### config.mk
export PLATFORM = sky130hd
export DESIGN_NAME = edge_wdt
export DESIGN_NICKNAME = d
export VERILOG_FILES = /design/src/rtl/edge_wdt_pkg.sv /design/src/rtl/edge_wdt_sync.sv /design/src/rtl/edge_wdt_edge.sv /design/src/rtl/edge_wdt_timer.sv /design/src/rtl/edge_wdt.sv
export SDC_FILE = /design/constraint.sdc
export NUM_CORES = 1
export LEC_CHECK = 0
export ABC_AREA = 0
export BUFFER_PORTS_ARGS = -buffer_cell sky130_fd_sc_hd__buf_2
export CAP_MARGIN = 15
export CELL_PAD_IN_SITES_DETAIL_PLACEMENT = 1
export CELL_PAD_IN_SITES_GLOBAL_PLACEMENT = 1
export CORE_MARGIN = 3
export CORE_UTILIZATION = 35
export DETAILED_ROUTE_END_ITERATION = 16
export PLACE_DENSITY = 0.59
export SYNTH_ARGS = -nofsm -noshare
export SYNTH_HDL_FRONTEND = slang
export SYNTH_SLANG_ARGS = --single-unit
### constraint.sdc
create_clock -name clk_i -period 2.6 [get_ports clk_i]
set_input_delay 0.13 -clock clk_i [delete_from_list [all_inputs] [get_ports clk_i]]
set_output_delay 0.13 -clock clk_i [all_outputs]
set_load 0.02 [all_outputs]
### src/rtl/edge_wdt_pkg.sv
package edge_wdt_pkg;

  // Window in clock cycles from a clock rate and a millisecond window.
  function automatic int unsigned cycles_for_ms(input longint unsigned hz,
                                                input int unsigned ms);
    longint unsigned prod;
    prod = (hz * longint'(ms)) / 64'd1000;
    return prod[31:0];
  endfunction

endpackage

### src/rtl/edge_wdt_sync.sv
module edge_wdt_sync #(
  parameter int unsigned STAGES = 2
) (
  input  logic clk_i,
  input  logic rst_ni,
  input  logic d_i,
  output logic q_o
);
  logic [STAGES-1:0] chain_q;

  generate
    if (STAGES == 1) begin : g_single
      always_ff @(posedge clk_i or negedge rst_ni) begin
        if (!rst_ni) chain_q <= '0;
        else         chain_q <= d_i;
      end
    end else begin : g_chain
      always_ff @(posedge clk_i or negedge rst_ni) begin
        if (!rst_ni) chain_q <= '0;
        else         chain_q <= {chain_q[STAGES-2:0], d_i};
      end
    end
  endgenerate

  assign q_o = chain_q[STAGES-1];
endmodule

### src/rtl/edge_wdt_edge.sv
module edge_wdt_edge (
  input  logic clk_i,
  input  logic rst_ni,
  input  logic sig_i,
  output logic toggle_o
);
  logic prev_q;

  always_ff @(posedge clk_i or negedge rst_ni) begin
    if (!rst_ni) prev_q <= 1'b0;
    else         prev_q <= sig_i;
  end

  // either direction counts
  assign toggle_o = sig_i ^ prev_q;
endmodule

### src/rtl/edge_wdt_timer.sv
module edge_wdt_timer #(
  parameter int unsigned CNT_W = 8,
  parameter int unsigned LIMIT = 100
) (
  input  logic             clk_i,
  input  logic             rst_ni,
  input  logic             clear_i,
  output logic [CNT_W-1:0] cnt_o,
  output logic             expired_o
);
  localparam logic [CNT_W-1:0] LIM = CNT_W'(LIMIT);

  logic [CNT_W-1:0] cnt_q;

  always_ff @(posedge clk_i or negedge rst_ni) begin
    if (!rst_ni)          cnt_q <= '0;
    else if (clear_i)     cnt_q <= '0;
    else if (cnt_q != LIM) cnt_q <= cnt_q + CNT_W'(1);
  end

  assign cnt_o     = cnt_q;
  assign expired_o = (cnt_q == LIM);
endmodule

### src/rtl/edge_wdt.sv
module edge_wdt #(
  parameter int unsigned CLK_FREQ_HZ = 50_000_000,
  parameter int unsigned TIMEOUT_MS  = 1600,
  parameter int unsigned SYNC_STAGES = 2
) (
  input  logic clk_i,
  input  logic rst_ni,
  input  logic wdt_in_i,
  input  logic rst_active_i,
  input  logic supply_low_i,
  input  logic disable_i,
  output logic wdt_n_o
);
  localparam int unsigned TIMEOUT_CYC =
    edge_wdt_pkg::cycles_for_ms(longint'(CLK_FREQ_HZ), TIMEOUT_MS);
  localparam int unsigned CNT_W = $clog2(TIMEOUT_CYC + 1);

  logic             in_sync;
  logic             edge_det;
  logic             tmr_clear;
  logic [CNT_W-1:0] tmr_cnt;
  logic             expired;

  edge_wdt_sync #(.STAGES(SYNC_STAGES)) i_sync (
    .clk_i (clk_i),
    .rst_ni(rst_ni),
    .d_i   (wdt_in_i),
    .q_o   (in_sync)
  );

  edge_wdt_edge i_edge (
    .clk_i   (clk_i),
    .rst_ni  (rst_ni),
    .sig_i   (in_sync),
    .toggle_o(edge_det)
  );

  assign tmr_clear = edge_det | rst_active_i | disable_i;

  edge_wdt_timer #(.CNT_W(CNT_W), .LIMIT(TIMEOUT_CYC)) i_timer (
    .clk_i    (clk_i),
    .rst_ni   (rst_ni),
    .clear_i  (tmr_clear),
    .cnt_o    (tmr_cnt),
    .expired_o(expired)
  );

  // supply-low acts without a clock edge in both directions
  assign wdt_n_o = ~(expired | supply_low_i);
endmodule

==> results.json <==
{
  "syn_nets": 175,
  "min_from": "disable_i",
  "setup_viol": 0,
  "start_kind": "register",
  "slew_headroom": 0.4306,
  "min_period_ns": 2.075,
  "synthMuxAreaShare": 0.006324,
  "timing.final.crit_share": 0.7980,
  "crit_slowest_cell": "or4_1",
  "die_y_microns": 73.25,
  "synth_top_family_by_area": "simple AND/OR/NAND/NOR gates",
  "ys_ff_latch": 30,
  "grt_pass1_wl_mm": 6.430,
  "row_count": 23,
  "cts.htree.levels": 2,
  "critical_path_required_ns": 2.81,
  "yosysUniqueCellTypes": 30,
  "drive_gt1_frac": 0.08140,
  "crit_fanout": 12,
  "worst_pin_slew_ns": 0.8542,
  "dieWidth_microns": 73.25,
  "overflow": 0,
  "core_area_sq_um": 4173,
  "finalHoldViolCount": 0,
  "die-area_sq_um": 5365,
  "arrival_ns": 2.28,
  "cts_root_buf": "clkbuf_8",
  "grt_max_degree": 31,
  "ctsLongestPathBuffers": 2,
  "crit_chain": "ha_1 -> and4_1 -> nand3_1 -> or4_1 -> a21oi_1",
  "final_cells": 222,
  "max_freq_mhz": 481.9,
  "antennaDiodeCount": 0,
  "fin_setup_tns_ns": 0,
  "port_buffers": 6,
  "place_inst": 213,
  "leakagePower_nw": 0.6445,
  "clk_pin_slew_worst_paths_ns": 0.07,
  "area_growth_pct": 9.328,
  "cts_made_buffers": 5,
  "firstDrtPassIters": 4,
  "fin_nets": 180,
  "worst_clock_skew_ns": 0.009568,
  "crit_path_end_kind": "register",
  "synthCells": 167,
  "fin_ws_ns": 0.5251,
  "synth_top_area_frac": 0.4743,
  "crit_type": "register to register",
  "gp_congestion": 0.7950,
  "syn_area_sq_um": 1583,
  "holdWs_ns": 0.1510,
  "pre_cts_ws_ns": 0.5013,
  "drc": 0,
  "fillCellCount": 492,
  "synth_edf_count": 0,
  "initial_core_util": 0.3793,
  "drv_cap": 0,
  "tritoncts": "yes",
  "vdd_drop_max_v": 0.0002859,
  "cts_resized": 0,
  "synth_simple_gate_area_frac": 0.2838,
  "wire_per_inst_microns": 16.68,
  "async_flop_share": 1.000,
  "maxSlewViolCount": 0,
  "final_cell_mix": "dfrtp_1 (30), a21oi_1 (15), nand3_1 (13), nor2_1 (11)",
  "synth-main-ff-cell": "dfrtp_1",
  "vias_per_cell": 5.847,
  "r2r_start": "i_timer.cnt_o[1]",
  "vias": 1298,
  "rsz0062_at_grt": "false",
  "power.density_nw_per_um2": 495.9,
  "final_antenna_net_count": 0,
  "total_power_mw": 0.8581,
  "ys_top_cells_by_area": "dfrtp_1 (47%), xor2_1 (5.0%), a21oi_1 (4.7%)",
  "place_area_sq_um": 1634,
  "synth_compound_gate_area_share": 0.1257,
  "drt_iter0_drc": 52,
  "avgSynthCellArea_sq_um": 9.478,
  "final_common_cell": "dfrtp_1",
  "status": "complete, no violations",
  "grt_pass1_vias": 1341,
  "synth-adder-area-share": 0.01581,
  "clk_latency_ns": 0.29,
  "final_area_sq_um": 1730,
  "dpl.hpwl_mm": 2.593,
  "yosysSeqAreaShare": 0.4743,
  "hp-class": "primary input to register",
  "antenna_found_initial": 0,
  "yosysWarningCount": 0,
  "track_usage": 0.1608,
  "numClockSinks": 30,
  "synth_top_area_cell": "dfrtp_1",
  "synth_xor_area_frac": 0.06087,
  "pin_count": 7,
  "drt_wl_total_mm": 3.702,
  "final_util": 0.4147,
  "slowest_delay_ns": 0.56,
  "startpoint": "i_timer.cnt_o[1]"
}
## layout make-up
cell class / count / area [sq um] / share of cell area
multi-input combinational: 124 / 779.5 / 0.4505
sequential: 30 / 750.7 / 0.4338
clock buffer: 7 / 76.32 / 0.04411
inverter: 3 / 11.26 / 0.006508
tap: 50 / 62.56 / 0.03615
timing repair buffer: 8 / 50.05 / 0.02892
## layer usage
metal	GRT usage	up-vias	routed length, microns
met2	0.2453	17	1730
li1	-	628	-
met1	0.2098	649	1800
met3	0.04959	4	128
met4	0.06762	0	42
met5	0	-	0
## critical path: cells and delay by family (launching register included)
family / cells / cell delay (ns)
compound gates: 1 / 0.15
simple gates: 3 / 1.21
flops: 1 / 0.42
fa+ha+maj: 1 / 0.22
## cells in the mapped netlist, types with 4 or more instances
master	instances
nand2_1	9
and4_1	5
o31ai_1	7
o21ai_0	8
or3_1	6
nor2_1	11
nand4_1	7
a21oi_1	15
or4_1	7
clkbuf_1	9
nand3_1	13
xor2_1	9
dfrtp_1	30
nor3_1	4
## power by group
part           leakage (nW)  internal (mW)  switching (mW)
combinational         0.194        0.00858          0.0213
sequential            0.412          0.470         0.00255
clock                0.0383          0.184           0.171
total                 0.645          0.663           0.195
## sequential cells by signal (all words and copies together), names as in the netlist
register	cells
i_sync.chain_q	2
i_edge.prev_q	1
i_timer.cnt_o	27
## final timing paths
| kind | endpoint | slack [ns] | cells after the start |
|---|---|---|---|
| hold / removal | i_timer.cnt_o[21] | 0.15 | 3 |
| setup / recovery | i_timer.cnt_o[26] | 0.53 | 5 |
| min in group asynchronous | i_timer.cnt_o[19] | 0.41 | 2 |
| max in group asynchronous | i_timer.cnt_o[5] | 1.74 | 2 |
| setup reg to reg | i_timer.cnt_o[26] | 0.53 | 5 |
| hold reg to reg | i_sync.chain_q[1] | 0.36 | 0 |
## what timing repair did
action,4_1_cts,5_1_grt
hold buffers,2,0
setup buffers,0,0
endpoints found under the hold margin,31,0
## kinds of logic after synthesis
family,after synthesis
AND/OR/NAND/NOR,76
AO/OA/AOI/OAI,34
flip-flops,30
buffers and inverters,13
XOR/XNOR,11
adder cells (fa/ha/maj),2
multiplexers,1
(Power assumes the default switching activity.)
